**src/rtl/wdt_pkg.sv**
```systemverilog
package wdt_pkg;

    localparam int unsigned ADDR_W        = 2;
    localparam int unsigned CTRL_EN_BIT   = 0;
    localparam int unsigned CTRL_MODE_BIT = 1;
    localparam int unsigned STAT_PEND_BIT = 0;

    typedef enum logic [ADDR_W-1:0] {
        A_CTRL   = 2'd0,
        A_PRESET = 2'd1,
        A_COUNT  = 2'd2,
        A_STATUS = 2'd3
    } wdt_addr_e;

    typedef enum logic {
        M_DIRECT    = 1'b0,
        M_TWO_STAGE = 1'b1
    } wdt_mode_e;

endpackage

```
**src/rtl/wdt_cfg.sv**
```systemverilog
module wdt_cfg
    import wdt_pkg::*;
#(
    parameter int unsigned CNT_W = 32
) (
    input  logic              clk_i,
    input  logic              rst_ni,
    input  logic              wr_en_i,
    input  logic [ADDR_W-1:0] wr_addr_i,
    input  logic [CNT_W-1:0]  wr_data_i,
    input  logic              disarm_i,
    output logic              en_o,
    output wdt_mode_e         mode_o,
    output logic [CNT_W-1:0]  preset_o,
    output logic              arm_o,
    output logic              kick_o,
    output logic              clr_o
);

    typedef struct packed {
        logic             en;
        wdt_mode_e        mode;
        logic [CNT_W-1:0] preset;
    } cfg_t;

    cfg_t cfg_d, cfg_q;
    logic hit_ctrl, hit_preset, hit_count, hit_status;

    // Address decode of the write port into per-register strobes
    always_comb begin
        hit_ctrl   = wr_en_i && (wr_addr_i == A_CTRL);
        hit_preset = wr_en_i && (wr_addr_i == A_PRESET);
        hit_count  = wr_en_i && (wr_addr_i == A_COUNT);
        hit_status = wr_en_i && (wr_addr_i == A_STATUS);
    end

    // Next-state of the configuration; a reset request wins over a write
    always_comb begin
        cfg_d = cfg_q;
        arm_o = 1'b0;
        if (hit_ctrl) begin
            cfg_d.en   = wr_data_i[CTRL_EN_BIT];
            cfg_d.mode = wdt_mode_e'(wr_data_i[CTRL_MODE_BIT]);
            arm_o      = wr_data_i[CTRL_EN_BIT] && !cfg_q.en;
        end
        if (hit_preset) begin
            cfg_d.preset = wr_data_i;
        end
        if (disarm_i) begin
            cfg_d.en = 1'b0;
            arm_o    = 1'b0;
        end
    end

    always_ff @(posedge clk_i or negedge rst_ni) begin
        if (!rst_ni) begin
            cfg_q <= '0;
        end else begin
            cfg_q <= cfg_d;
        end
    end

    assign en_o     = cfg_q.en;
    assign mode_o   = cfg_q.mode;
    assign preset_o = cfg_q.preset;
    assign kick_o   = hit_count;
    assign clr_o    = hit_status;

endmodule

```
**src/rtl/wdt_count.sv**
```systemverilog
module wdt_count #(
    parameter int unsigned CNT_W = 32
) (
    input  logic             clk_i,
    input  logic             rst_ni,
    input  logic             en_i,
    input  logic             arm_i,
    input  logic             kick_i,
    input  logic [CNT_W-1:0] preset_i,
    output logic [CNT_W-1:0] count_o,
    output logic             expire_o
);

    localparam logic [CNT_W-1:0] STEP = CNT_W'(1);

    typedef struct packed {
        logic [CNT_W-1:0] count;
    } cnt_t;

    cnt_t cnt_d, cnt_q;
    logic reload;

    // Reload on arm or armed kick; an armed kick also masks a zero count
    always_comb begin
        cnt_d    = cnt_q;
        reload   = arm_i || (en_i && kick_i);
        expire_o = en_i && !kick_i && (cnt_q.count == '0);
        if (reload || expire_o) begin
            cnt_d.count = preset_i;
        end else if (en_i) begin
            cnt_d.count = cnt_q.count - STEP;
        end
    end

    always_ff @(posedge clk_i or negedge rst_ni) begin
        if (!rst_ni) begin
            cnt_q <= '0;
        end else begin
            cnt_q <= cnt_d;
        end
    end

    assign count_o = cnt_q.count;

endmodule

```
**src/rtl/wdt_stage.sv**
```systemverilog
module wdt_stage
    import wdt_pkg::*;
(
    input  logic      clk_i,
    input  logic      rst_ni,
    input  logic      expire_i,
    input  wdt_mode_e mode_i,
    input  logic      clr_i,
    output logic      pend_o,
    output logic      rst_req_o,
    output logic      disarm_o
);

    typedef struct packed {
        logic pend;
        logic rst_req;
    } stage_t;

    stage_t stg_d, stg_q;
    logic   fire;
    logic   raise;

    // Decide between first-stage interrupt and final reset request
    always_comb begin
        stg_d = stg_q;
        fire  = expire_i &&
                ((mode_i == M_DIRECT) || (stg_q.pend && !clr_i));
        raise = expire_i && (mode_i == M_TWO_STAGE) && !fire;
        stg_d.rst_req = fire;
        if (fire) begin
            stg_d.pend = 1'b0;
        end else if (raise) begin
            stg_d.pend = 1'b1;
        end else if (clr_i) begin
            stg_d.pend = 1'b0;
        end
    end

    always_ff @(posedge clk_i or negedge rst_ni) begin
        if (!rst_ni) begin
            stg_q <= '0;
        end else begin
            stg_q <= stg_d;
        end
    end

    assign pend_o    = stg_q.pend;
    assign rst_req_o = stg_q.rst_req;
    assign disarm_o  = fire;

endmodule

```
**src/rtl/wdog_two_stage.sv**
```systemverilog
module wdog_two_stage
    import wdt_pkg::*;
#(
    parameter int unsigned CNT_W = 32
) (
    input  logic              clk_i,
    input  logic              rst_ni,
    input  logic              wr_en_i,
    input  logic [ADDR_W-1:0] wr_addr_i,
    input  logic [CNT_W-1:0]  wr_data_i,
    input  logic [ADDR_W-1:0] rd_addr_i,
    output logic [CNT_W-1:0]  rd_data_o,
    output logic              irq_o,
    output logic              rst_req_o
);

    logic             arm_en;
    wdt_mode_e        mode_sel;
    logic [CNT_W-1:0] preset_val;
    logic             arm_stb;
    logic             kick_stb;
    logic             clr_stb;
    logic             disarm;
    logic [CNT_W-1:0] cnt_val;
    logic             expire;
    logic             pend;

    wdt_cfg #(.CNT_W(CNT_W)) u_cfg (
        .clk_i     (clk_i),
        .rst_ni    (rst_ni),
        .wr_en_i   (wr_en_i),
        .wr_addr_i (wr_addr_i),
        .wr_data_i (wr_data_i),
        .disarm_i  (disarm),
        .en_o      (arm_en),
        .mode_o    (mode_sel),
        .preset_o  (preset_val),
        .arm_o     (arm_stb),
        .kick_o    (kick_stb),
        .clr_o     (clr_stb)
    );

    wdt_count #(.CNT_W(CNT_W)) u_count (
        .clk_i    (clk_i),
        .rst_ni   (rst_ni),
        .en_i     (arm_en),
        .arm_i    (arm_stb),
        .kick_i   (kick_stb),
        .preset_i (preset_val),
        .count_o  (cnt_val),
        .expire_o (expire)
    );

    wdt_stage u_stage (
        .clk_i     (clk_i),
        .rst_ni    (rst_ni),
        .expire_i  (expire),
        .mode_i    (mode_sel),
        .clr_i     (clr_stb),
        .pend_o    (pend),
        .rst_req_o (rst_req_o),
        .disarm_o  (disarm)
    );

    // Read multiplexer over the four register words
    always_comb begin
        rd_data_o = '0;
        case (wdt_addr_e'(rd_addr_i))
            A_CTRL: begin
                rd_data_o[CTRL_EN_BIT]   = arm_en;
                rd_data_o[CTRL_MODE_BIT] = mode_sel;
            end
            A_PRESET: rd_data_o = preset_val;
            A_COUNT:  rd_data_o = cnt_val;
            A_STATUS: rd_data_o[STAT_PEND_BIT] = pend;
            default:  rd_data_o = '0;
        endcase
    end

    assign irq_o = pend && arm_en;

endmodule

```
**config.mk**
```make
export PLATFORM = sky130hd
export DESIGN_NAME = wdog_two_stage
export DESIGN_NICKNAME = d
export VERILOG_FILES = /design/src/rtl/wdt_pkg.sv /design/src/rtl/wdt_cfg.sv /design/src/rtl/wdt_count.sv /design/src/rtl/wdt_stage.sv /design/src/rtl/wdog_two_stage.sv
export SDC_FILE = /design/constraint.sdc
export NUM_CORES = 1
export LEC_CHECK = 0
export ABC_AREA = 1
export BUFFER_PORTS_ARGS = -buffer_cell sky130_fd_sc_hd__buf_2
export CAP_MARGIN = 10
export CORE_AREA = 2 2 85 128
export DETAILED_ROUTE_END_ITERATION = 12
export DIE_AREA = 0 0 87 130
export HOLD_SLACK_MARGIN = 0.12
export PLACE_DENSITY = 0.65
export SYNTH_ARGS = -nofsm -noshare
export SYNTH_HDL_FRONTEND = slang
export SYNTH_SLANG_ARGS = --single-unit
```
**constraint.sdc**
```tcl
create_clock -name clk_i -period 3.1 [get_ports clk_i]
set_input_delay 0.155 -clock clk_i [delete_from_list [all_inputs] [get_ports clk_i]]
set_output_delay 0.155 -clock clk_i [all_outputs]
set_load 0.05 [all_outputs]
```
Yosys cells after proc, flatten, opt, wreduce, memory -nomap -nowiden
Cells that the tools add are included.
{"block": "word_totals", "ff_bits": 68, "latchBits": 0, "ram_bits": 0, "romBits": 0, "input_bits": 39, "output_inout_bits": 34, "word_cells": 52, "mem_count": 0}
{"block": "classes", "add_sub_neg": 1, "multipliers": 0, "n_div": 0, "n_lt_le_gt_ge": 0, "n_eq_ne": 6, "shift": 0, "n_mux": 12, "bitwise": 1, "reduce_logical": 26}
{"cell": "$mux 32", "count": 2}
{"cell": "$pmux 30 s2", "count": 1}
{"cell": "$logic_not 32->1", "count": 1}
{"cell": "$sub 32x1->32 const B", "count": 1}
{"cell": "$logic_and 1x1->1", "count": 13}
{"cell": "$eq 2x2->1 const B", "count": 4}
{"cell": "$mux 1", "count": 6}
{"cell": "$eq 2x1->1 const B", "count": 2}
{"cell": "$logic_not 1->1", "count": 4}
{"cell": "$logic_not 2->1", "count": 2}
{"cell": "$pmux 1 s4", "count": 1}
{"cell": "$reduce_bool 2->1", "count": 2}
{"cell": "$logic_or 1x1->1", "count": 3}
{"cell": "$pmux 1 s3", "count": 1}
{"cell": "$reduce_bool 3->1", "count": 1}
{"cell": "$mux 2", "count": 1}
{"cell": "$not 1->1", "count": 1}

Longest topological paths before layout
Gate-level depths: netlist of run 1.
{"block": "logic_depth", "depth_word": 10, "mapped_depth": 12, "depth_no_buf": 12}

Modules after synthesis
A second synthesis of run 1 with hierarchy kept.
{"block": "unflattened", "cells_unflattened": 743, "area_unflattened_um2": 4832.1}
{"module": "wdt_count", "n_inst": 1, "cells_per_inst": 445, "area_per_inst_um2": 2651.3, "seq_area_each_um2": 800.8}
{"module": "wdt_cfg", "n_inst": 1, "cells_per_inst": 163, "area_per_inst_um2": 1493.9, "seq_area_each_um2": 850.8}
{"module": "wdog_two_stage", "n_inst": 1, "cells_per_inst": 126, "area_per_inst_um2": 600.6, "seq_area_each_um2": 0.0}
{"module": "wdt_stage", "n_inst": 1, "cells_per_inst": 9, "area_per_inst_um2": 86.3, "seq_area_each_um2": 50.0}

Worst setup path before layout of run 1
No wires, ideal clock.
{"block": "synth_path", "path_type": "flip-flop to flip-flop", "startpoint": "register u_count.cnt_q, in the netlist u_count.count_o[0]", "endpoint": "register u_count.cnt_q, in the netlist u_count.count_o[10]", "setup_time_ns": 0.118, "t_arrival_ns": 1.650, "required_ns": 2.982, "path_slack_ns": 1.332, "stages_incl_launch_ff": 13, "path_buffers": 1, "period_less_slack_ns": 1.768, "path_cell_list": "dfrtp_1 -> inv_1 -> ha_1 -> nand2_4 -> nor2_8 -> nand2_4 -> nor2_4 -> nand2_2 -> nand2_4 -> buf_6 -> nand2_1 -> nand3_1 -> nand2_1"}
{"block": "synth_between", "elab_chain_cells": 7, "elab_cells_between_ends": 10, "classes_between": "add/sub: 1; mux: 3; reduce/logical: 6"}
{"item": "start: declaration", "line_no": "wdt_count.sv:20", "rtl": "cnt_t cnt_d, cnt_q;"}
{"item": "start signal: assignment", "line_no": "wdt_count.sv:39", "rtl": "cnt_q <= cnt_d;"}
{"item": "branches (longest 7 deep; another with $sub 32x1->32)"}
Several ways; the timed one is not identified. The select of a mux whose other input is x is not followed.
A chain may end at the register's enable or synchronous reset.

Worst setup path after layout of run 1
{"block": "layout_path", "startpoint": "input wr_data_i[0]", "endpoint": "register u_count.cnt_q, in the netlist u_count.count_o[20]"}
{"block": "layout_between", "elab_chain_cells": 6, "elab_cells_between_ends": 7, "classes_between": "mux: 3; reduce/logical: 4"}
{"item": "start: declaration", "line_no": "wdog_two_stage.sv:10", "rtl": "input logic [CNT_W-1:0] wr_data_i,"}
{"item": "$logic_and 1x1->1 (*)", "line_no": "wdt_cfg.sv:44", "rtl": "arm_o = wr_data_i[CTRL_EN_BIT] && !cfg_q.en;"}
{"item": "$mux 1 (*)", "line_no": "wdt_cfg.sv:41", "rtl": "if (hit_ctrl) begin"}
{"item": "$mux 1 (*)", "line_no": "wdt_cfg.sv:49", "rtl": "if (disarm_i) begin"}
{"item": "$logic_or 1x1->1 (*)", "line_no": "wdt_count.sv:26", "rtl": "reload = arm_i || (en_i && kick_i);"}
{"item": "$logic_or 1x1->1 (*)", "line_no": "wdt_count.sv:28", "rtl": "if (reload || expire_o) begin"}
{"item": "$mux 32 or $reduce_bool 2->1 (tied branches)"}
Every way passes the cells marked *; elsewhere a longest branch is shown, timed or not.

==> results of run 1 <==
-- cells by family after synthesis --
| family | Yosys count | share of synthesized area |
|---|---|---|
| buffers and inverters | 90 | 0.0834 |
| multiplexers | 6 | 0.0150 |
| XOR/XNOR | 15 | 0.0291 |
| adder cells (fa/ha/maj) | 7 | 0.0194 |
| flip-flops | 68 | 0.377 |
| AO/OA/AOI/OAI | 80 | 0.0959 |
| AND/OR/NAND/NOR | 401 | 0.380 |
-- synthesized netlist by cell type (all sizes together) --
cell type	n
a21oi	64
nor2	97
dfrtp	68
nand4	4
o22ai	1
clkbuf	17
xor2	8
xnor2	7
nand3	49
mux2	6
a32oi	1
nor4	1
o21ai	11
o211ai	1
or2	1
nor3	6
buf	10
nand2	241
a31o	1
a21boi	1
nand3b	2
inv	63
ha	7
-- worst max-delay path: stages --
cell and delay [ps]:
dlygate4sd3_1 540, buf_2 130, nand2_1 100, nand2_2 260
nand2_2 200, inv_1 70, a21oi_2 400, buf_4 320
nand2_1 90, nand3_1 80, nand2_1 50
-- per-stage QoR --
stage               power (W)  hold slack [ps]   util
floorplan             0.00264             -141      -
global placement      0.00305              388  0.480
detailed placement    0.00309              393  0.480
CTS                   0.00410              192  0.539
global route          0.00438              241  0.539
finish                0.00408              195  0.539
-- timing repair --
| item | in CTS | in global routing |
|---|---|---|
| gates resized for setup | 0 | 0 |
| hold buffers | 33 | 0 |
| hold endpoints to repair | 101 | 0 |
-- per-layer routing --
| metal | wire (µm) | track usage | part of all wire | up-vias |
|---|---|---|---|---|
| met4 | 376 | 0.105 | 0.029 | 0 |
| met2 | 6870 | 0.442 | 0.53 | 116 |
| met1 | 5350 | 0.279 | 0.41 | 2181 |
| met3 | 478 | 0.0386 | 0.037 | 25 |
| li1 | - | - | - | 2294 |
| met5 | 0 | 0 | 0 | - |
-- power by group --
group          leakage, nW  total, W  switching [W]  internal [W]
sequential           0.792   0.00154       0.000384       0.00116
clock                0.129  0.000961       0.000379      0.000582
combinational         1.90   0.00158        0.00104      0.000533
total                 2.82   0.00408        0.00181       0.00227
-- layout make-up --
cell class / instances / area, µm²
clock buffer: 14 / 264
clock inverter: 1 / 7.51
fill: 1048 / 4750
inverter: 63 / 236
multi-input combinational: 509 / 2440
sequential: 68 / 1700
tap: 120 / 150
timing repair buffer: 113 / 751
-- registers in the layout, indices dropped and copies added (netlist names) --
| register | flops |
|---|---|
| u_stage.pend_o | 1 |
| u_cfg.preset_o | 32 |
| u_stage.rst_req_o | 1 |
| u_count.count_o | 32 |
| u_cfg.mode_o | 1 |
| u_cfg.en_o | 1 |
-- path summary, 6_finish.rpt --
| check | end | slack, ps |
|---|---|---|
| hold / removal | u_cfg.mode_o | 200 |
| setup / recovery | u_count.count_o[20] | 920 |
| min in group asynchronous | u_cfg.preset_o[7] | 560 |
| setup reg to reg | u_count.count_o[15] | 920 |
| hold reg to reg | u_cfg.preset_o[1] | 520 |
| max in group asynchronous | u_cfg.preset_o[11] | 1960 |
==> impl_metrics.env, run 1 <==
export IMPL_status="finished, final reports clean"
export IMPL_r2r_worst_path_cells=10
export IMPL_synth_area_top_cells="dfrtp_1, nand2_1, nor2_1"
export IMPL_yosys_area_top_type="dfrtp_1"
export IMPL_rsz0062_at_grt="no"
export IMPL_fin_skew_ps=6.82
export IMPL_crit_path_end_kind="register"
export IMPL_ys_seq_elements=68
export IMPL_grt_usage=0.244
export IMPL_final_nets=810
export IMPL_crit_arrival_ps=2400
export IMPL_clk_latency_ps=340
export IMPL_vdd_ir_drop_max_uv=330
export IMPL_tightest_slew_ps=905
export IMPL_grt_pass1_wl_um=21500
export IMPL_path_class="input port to register"
export IMPL_holdPathStages=4
export IMPL_wire_per_inst_um=14.7
export IMPL_viasPerCell=5.20
export IMPL_drive_gt1_frac=0.172
export IMPL_final_common_cell="nand2_1"
export IMPL_synth_top_area_frac=0.377
export IMPL_cp_start_kind="input port"
export IMPL_htreeDepth=3
export IMPL_grt_max_degree=69
export IMPL_fin_crit_sh=0.703
export IMPL_drc_errors=0
export IMPL_boundaryPins=73
export IMPL_overflow=0
export IMPL_hold_viol_final=0
export IMPL_final_cell_mix="nand2_1, nor2_1, buf_2, dfrtp_1, a21oi_1"
export IMPL_post_cts_setup_buffers=0
export IMPL_drt_initial_drc_count=212
export IMPL_first_global_vias=4561
export IMPL_slew_limit_headroom=0.396
export IMPL_maxSlewViolCount=0
export IMPL_p_leak_nw=2.82
export IMPL_post_place_ws_ps=891
export IMPL_finalSetupTns_ps=0
export IMPL_syn_nets=713
export IMPL_finalSetupViolCount=0
export IMPL_cts_max_path_buffers=2
export IMPL_worstPathMaxFanout=19
export IMPL_max_freq_ghz=0.459
export IMPL_cts_root_buffer="clkbuf_16"
export IMPL_area_delta_synth_final_pct=23.0
export IMPL_synth_cell_area_mm2=0.00451
export IMPL_layoutNonFillerInstCount=888
export IMPL_min_delay_start="wr_addr_i[0]"
export IMPL_synth_seq_area_share=0.377
export IMPL_max_cap_violations=0
export IMPL_start_util=0.438
export IMPL_core_area_mm2=0.0103
export IMPL_synth_distinct_cells=39
export IMPL_gp_congestion=0.961
export IMPL_worst_slack_ps=922
export IMPL_period_minus_slack_ps=2180
export IMPL_clk_pin_slew_ps=50
export IMPL_row_count=46
export IMPL_dpl_cell_area_mm2=0.00495
export IMPL_diodes=0
export IMPL_placedCellCount=840
export IMPL_cts_sinks=68
export IMPL_via_count=4616
export IMPL_die_area_mm2=0.0113
export IMPL_r2r_start="u_count.count_o[0]"
export IMPL_crit_start="wr_data_i[0]"
export IMPL_first_pass_iters=5
export IMPL_antenna_found_initial=0
export IMPL_hold_path_class="input port to register"
export IMPL_ys_warnings_count=0
export IMPL_ant_nets=0
export IMPL_hpwlAfterDp_um=9470
export IMPL_numCtsBuffers=9
export IMPL_routed_wl_um=13100
export IMPL_syn_avg_cell_area_um2=6.77
export IMPL_port_buffers=72
export IMPL_powerDensity_mw_per_mm2=734
export IMPL_cts_tree="done"
export IMPL_cp_data_required_time_ps=3330
export IMPL_die_height_um=130
export IMPL_stdcell_area_mm2=0.00555
export IMPL_synthesis_instances=667
export IMPL_die_w_um=87
Power figures use the tool's default switching activity.
==> run 2, diff against run 1 <==
- PLACE_DENSITY: 0.65 -> 0.67
- clock period: 3.1 -> 1.84 ns (I/O delays scaled with it)
==> run 2 against run 1 <==
  * Clock skew decreased by 0.94 ps
  * Largest power group unchanged
  * Core utilization is 8.2 points higher
  * Total power up 100%
  * Sequential power is 50% higher
  * Setup slack worse by 830 ps
  * First-iteration DRC count rose by 12%
==> impl_metrics.env, run 2 (same netlist as run 1, synthesis figures left out) <==
export IMPL_hold_end="u_cfg.en_o"
export IMPL_status="finished, final reports clean"
export IMPL_clk_pin_slew_ps=60
export IMPL_grt_usage=0.266
export IMPL_boundaryPins=73
export IMPL_via_count=4909
export IMPL_final_cell_mix="nand2_1, buf_4, nor2_1, buf_2, dfrtp_1"
export IMPL_final_nets=889
export IMPL_power_share_switching=0.420
export IMPL_start_util=0.438
export IMPL_area_delta_synth_final_pct=41.8
export IMPL_finalSetupViolCount=0
export IMPL_p_sw_w=0.00346
export IMPL_crit_path_end_kind="register"
export IMPL_row_count=46
export IMPL_core_area_mm2=0.0103
export IMPL_r2r_worst_path_cells=10
export IMPL_max_cap_violations=0
export IMPL_diodes=0
export IMPL_hold_path_class="input port to register"
export IMPL_numCtsBuffers=9
export IMPL_path_common_cell="nand2_2"
export IMPL_cts_max_path_buffers=2
export IMPL_clk_latency_ps=340
export IMPL_drc_errors=0
export IMPL_die_height_um=130
export IMPL_port_buffers=72
export IMPL_cts_tree="done"
export IMPL_viasPerCell=5.07
export IMPL_cpMaxStageDelayCell="dfrtp_1"
export IMPL_crit_start="u_count.count_o[30]"
export IMPL_path_class="register to register"
export IMPL_rrSetupSlack_ps=90
export IMPL_grt_pass1_wl_um=23000
export IMPL_crit_arrival_ps=1980
export IMPL_overflow=0
export IMPL_cpPeakStageDelay_ps=410
export IMPL_drive_gt1_frac=0.288
export IMPL_fillers=925
export IMPL_fin_crit_sh=0.950
export IMPL_die_area_mm2=0.0113
export IMPL_power_internal_w=0.00478
export IMPL_period_minus_slack_ps=1750
export IMPL_cts_sinks=68
export IMPL_clkPwrFrac=0.214
export IMPL_ant_nets=0
export IMPL_timing_rr_end="u_count.count_o[17]"
export IMPL_final_common_cell="nand2_1"
export IMPL_die_w_um=87
export IMPL_totalPowerFinal_w=0.00823
export IMPL_htreeDepth=3
export IMPL_cts_root_buffer="clkbuf_16"
export IMPL_first_pass_iters=5
export IMPL_worstPathMaxFanout=14
export IMPL_vdd_ir_drop_max_uv=630
export IMPL_p_leak_nw=3.29
export IMPL_slew_limit_headroom=0.621
export IMPL_cp_depth=10
export IMPL_cp_top_family="simple AND/OR/NAND/NOR gates"
export IMPL_drt_initial_drc_count=238
export IMPL_powerDensity_mw_per_mm2=1290
export IMPL_r2r_start="u_count.count_o[30]"
export IMPL_maxSlewViolCount=0
export IMPL_finalSetupTns_ps=0
export IMPL_min_delay_start="wr_addr_i[0]"
export IMPL_cp_data_required_time_ps=2070
export IMPL_grt_max_degree=69
export IMPL_fin_skew_ps=5.88
export IMPL_hpwlAfterDp_um=10300
export IMPL_critPathBufInv=2
export IMPL_antenna_found_initial=0
export IMPL_seq_power_share=0.281
export IMPL_p_comb_frac=0.505
export IMPL_max_freq_ghz=0.572
export IMPL_crit_chain="nor2_2 > nand3_2 > nor3_4 > buf_4 > nand2_2 > nand2_4 > buf_12 > nand2_2 > nand3_1 > nand2_1"
export IMPL_hold_viol_final=0
export IMPL_first_global_vias=4813
export IMPL_routed_wl_um=14400
export IMPL_rsz0062_at_grt="yes"
export IMPL_wire_per_inst_um=14.9
export IMPL_tightest_slew_ps=567
export IMPL_cp_start_kind="register"
export IMPL_holdPathStages=4
export IMPL_gp_congestion=0.874
## run 2: changes by cell type in the layout (fill, tap and decap cells not counted), sizes merged
cell,delta
bufinv,+1
clkinvlp,-1
dlygate4sd3,+1
clkbuf,-3
a21oi,+1
buf,+77
clkinv,+4
## run 2: power by group through the flow
| stage | clock (W) | combinational, W | sequential (W) |
|---|---|---|---|
| global placement | 0 | 0.00371 | 0.00226 |
| CTS | 0.00179 | 0.00393 | 0.00228 |
| detailed placement | 0 | 0.00377 | 0.00229 |
| global route | 0.00185 | 0.00458 | 0.00235 |
| floorplan | 0 | 0.00208 | 0.00238 |
| finish | 0.00176 | 0.00416 | 0.00231 |
## run 2: area by class of cell
cell class                      count  area [µm²]  share of cell area
Sequential cell                    68        1700               0.266
Multi-Input combinational cell    510        2590               0.405
Inverter                           63         239              0.0374
Tap cell                          120         150              0.0235
Timing Repair Buffer              191        1420               0.221
Clock inverter                      5        50.0             0.00782
Clock buffer                       11         253              0.0395
## run 2: repair_timing
action                                  in CTS  in global routing
endpoints found under the hold margin      102                  0
setup buffers                                1                 10
gates cloned                                 1                  0
endpoints found under the setup margin      31                 33
hold buffers                                34                  0
resized for setup                           13                 36
pin swaps                                    4                 15
## run 2: metal layers
layer / up-vias / global-route usage / routed length (µm)
li1: 2449 / - / -
met1: 2313 / 0.296 / 5600
met2: 113 / 0.492 / 7850
met3: 34 / 0.0234 / 411
met4: 0 / 0.140 / 588
met5: - / 0 / 0
## run 2: through the flow
| step | area, µm² | util | setup WS (ps) | hold slack, ps | std cells |
|---|---|---|---|---|---|
| after floorplan | 4510 | - | 72.4 | -204 | 667 |
| after global placement | 5490 | 0.533 | -354 | 144 | 906 |
| after detailed placement | 5490 | 0.533 | -440 | 147 | 906 |
| after CTS | 6210 | 0.603 | 14.3 | 173 | 958 |
| after global routing | 6400 | 0.621 | -43.5 | 230 | 968 |
| final | 6400 | 0.621 | 91.6 | 180 | 968 |
## run 2: how the worst max path moves through the flow
stage | endpoint | slack [ps]
floorplan | u_count.count_o[10] | 70
global placement | u_count.count_o[26] | -350
detailed placement | u_count.count_o[7] | -440
CTS | u_count.count_o[10] | 10
global route | u_count.count_o[27] | -40
finish | u_count.count_o[17] | 90
## run 2: worst min-delay path: cells and delay by family
family                 cells  cell delay, ps
AND/OR/NAND/NOR            2             180
buffers and inverters      1             130
AO/OA/AOI/OAI              1              80
==> run 3, diff against run 2 <==
- GPL_ROUTABILITY_DRIVEN: default -> 0
- RECOVER_POWER: default -> 100
==> run 3 against run 2 <==
  * Setup slack lost 28 ps
  * Maximum frequency shrank 1.6%
  * Sequential power is essentially flat
  * Sequential share of layout area grew 0.58 points
  * Critical path depth is the same
  * First-iteration DRC count grew 54%
  * Critical path type unchanged
  * Hold slack lost 44 ps
  * Non-clock buffer count shrank 9
==> impl_metrics.env, run 3 (same netlist as run 1, synthesis figures left out) <==
export IMPL_area_delta_synth_final_pct=38.7
export IMPL_max_freq_ghz=0.563
export IMPL_diodes=0
export IMPL_totalPowerFinal_w=0.00801
export IMPL_crit_path_end="u_count.count_o[4]"
export IMPL_overflow=0
export IMPL_fillers=931
export IMPL_hold_viol_final=0
export IMPL_power_share_switching=0.429
export IMPL_timing_rr_end="u_count.count_o[4]"
export IMPL_crit_start="u_count.count_o[4]"
export IMPL_hold_path_class="input port to register"
export IMPL_fin_skew_ps=5.19
export IMPL_die_area_mm2=0.0113
export IMPL_hold_slack_ps=137
export IMPL_cts_sinks=68
export IMPL_cp_data_required_time_ps=2070
export IMPL_die_w_um=87
export IMPL_worst_slack_ps=63.1
export IMPL_vdd_ir_drop_max_uv=641
export IMPL_finalSetupViolCount=0
export IMPL_final_cell_mix="nand2_1, nor2_1, dfrtp_1, a21oi_1, buf_4"
export IMPL_via_count=4951
export IMPL_core_area_mm2=0.0103
export IMPL_die_height_um=130
export IMPL_first_pass_iters=7
export IMPL_path_class="register to register"
export IMPL_clkPwrFrac=0.201
export IMPL_layoutNonFillerInstCount=958
export IMPL_drt_initial_drc_count=366
export IMPL_htreeDepth=3
export IMPL_p_sw_w=0.00343
export IMPL_max_cap_violations=0
export IMPL_worstPathMaxFanout=6
export IMPL_placedCellCount=898
export IMPL_clk_latency_ps=340
export IMPL_maxSlewViolCount=0
export IMPL_fin_crit_sh=0.966
export IMPL_grt_max_degree=69
export IMPL_row_count=46
export IMPL_cts_tree="done"
export IMPL_rrSetupSlack_ps=60
export IMPL_slew_limit_headroom=0.341
export IMPL_port_buffers=72
export IMPL_period_minus_slack_ps=1780
export IMPL_crit_path_end_kind="register"
export IMPL_grt_usage=0.258
export IMPL_final_common_cell="nand2_1"
export IMPL_first_global_vias=4835
export IMPL_cts_root_buffer="clkbuf_16"
export IMPL_clk_pin_slew_ps=50
export IMPL_ant_nets=0
export IMPL_powerDensity_mw_per_mm2=1280
export IMPL_power_internal_w=0.00457
export IMPL_status="finished, final reports clean"
export IMPL_p_comb_frac=0.511
export IMPL_tightest_slew_ps=989
export IMPL_viasPerCell=5.17
export IMPL_multi_input_area_mm2=0.00258
export IMPL_grt_pass1_wl_um=22400
export IMPL_boundaryPins=73
export IMPL_cts_max_path_buffers=2
export IMPL_r2r_start="u_count.count_o[4]"
export IMPL_p_leak_nw=3.11
export IMPL_antenna_found_initial=0
export IMPL_ff_latch_area_mm2=0.00170
export IMPL_r2r_worst_path_cells=10
export IMPL_holdPathStages=4
export IMPL_drive_gt1_frac=0.237
export IMPL_numCtsBuffers=9
export IMPL_cp_start_kind="register"
export IMPL_crit_arrival_ps=2010
export IMPL_start_util=0.438
export IMPL_post_place_ws_ps=-422
export IMPL_wire_per_inst_um=14.8
export IMPL_seq_power_share=0.288
export IMPL_routed_wl_um=14200
export IMPL_final_nets=880
export IMPL_drc_errors=0
export IMPL_hpwlAfterDp_um=9920
==> run 3: cell type report <==
| type | instances | area share |
|---|---|---|
| multi-input combinational | 510 | 0.412 |
| sequential | 68 | 0.272 |
| timing repair buffer | 182 | 0.211 |
| clock buffer | 13 | 0.0416 |
| inverter | 63 | 0.0382 |
| tap | 120 | 0.0240 |
| clock inverter | 2 | 0.00160 |
==> run 3: worst max-delay path, cell delays in order, from the launching register on <==
cell and delay (ps):
dfrtp_1 400, nor2_2 170, nand2_2 120, nor2_8 140, buf_6 120, nand3_4 80, o21ai_4 270, buf_6 180
nand2_1 60, nand3_1 80, nand2_1 50
==> run 3: per-layer routing <==
layer  vias up  GRT usage  share of wire
li1       2433          -              -
met3        46     0.0443          0.039
met4         0      0.150          0.048
met1      2326      0.281           0.38
met5         -          0              0
met2       146      0.462           0.53
==> run 3: power by group through the flow <==
stage	sequential, W	clock, W	combinational (W)
floorplan	0.00238	0	0.00208
global placement	0.00226	0	0.00363
detailed placement	0.00228	0	0.00370
CTS	0.00227	0.00162	0.00385
global route	0.00235	0.00168	0.00447
finish	0.00231	0.00161	0.00410
==> run 3: worst min path at each step <==
stage / from / end / slack (ps)
after floorplan: rst_ni / u_cfg.en_o / -200
after global placement: rst_ni / u_stage.rst_req_o / 140
after detailed placement: rst_ni / u_cfg.preset_o[7] / 150
after CTS: wr_addr_i[0] / u_cfg.en_o / 150
after global routing: wr_addr_i[0] / u_cfg.en_o / 180
final: wr_addr_i[0] / u_cfg.en_o / 140
==> run 3: stage by stage <==
stage | util | TNS, ps | cell area (µm²)
2_1_floorplan | - | 0 | 4510
3_3_place_gp | 0.531 | -7270 | 5470
3_5_place_dp | 0.531 | -9110 | 5470
4_1_cts | 0.596 | 0 | 6140
5_1_grt | 0.608 | -189 | 6260
6_report | 0.608 | 0 | 6260
==> run 3: timing repair <==
item | CTS | global route
pin swaps | 3 | 16
gates resized for setup | 12 | 32
cloned | 1 | 0
hold buffers | 34 | 0
buffers inserted | 1 | 9
setup endpoints to repair | 32 | 33
endpoints found under the hold margin | 102 | 0
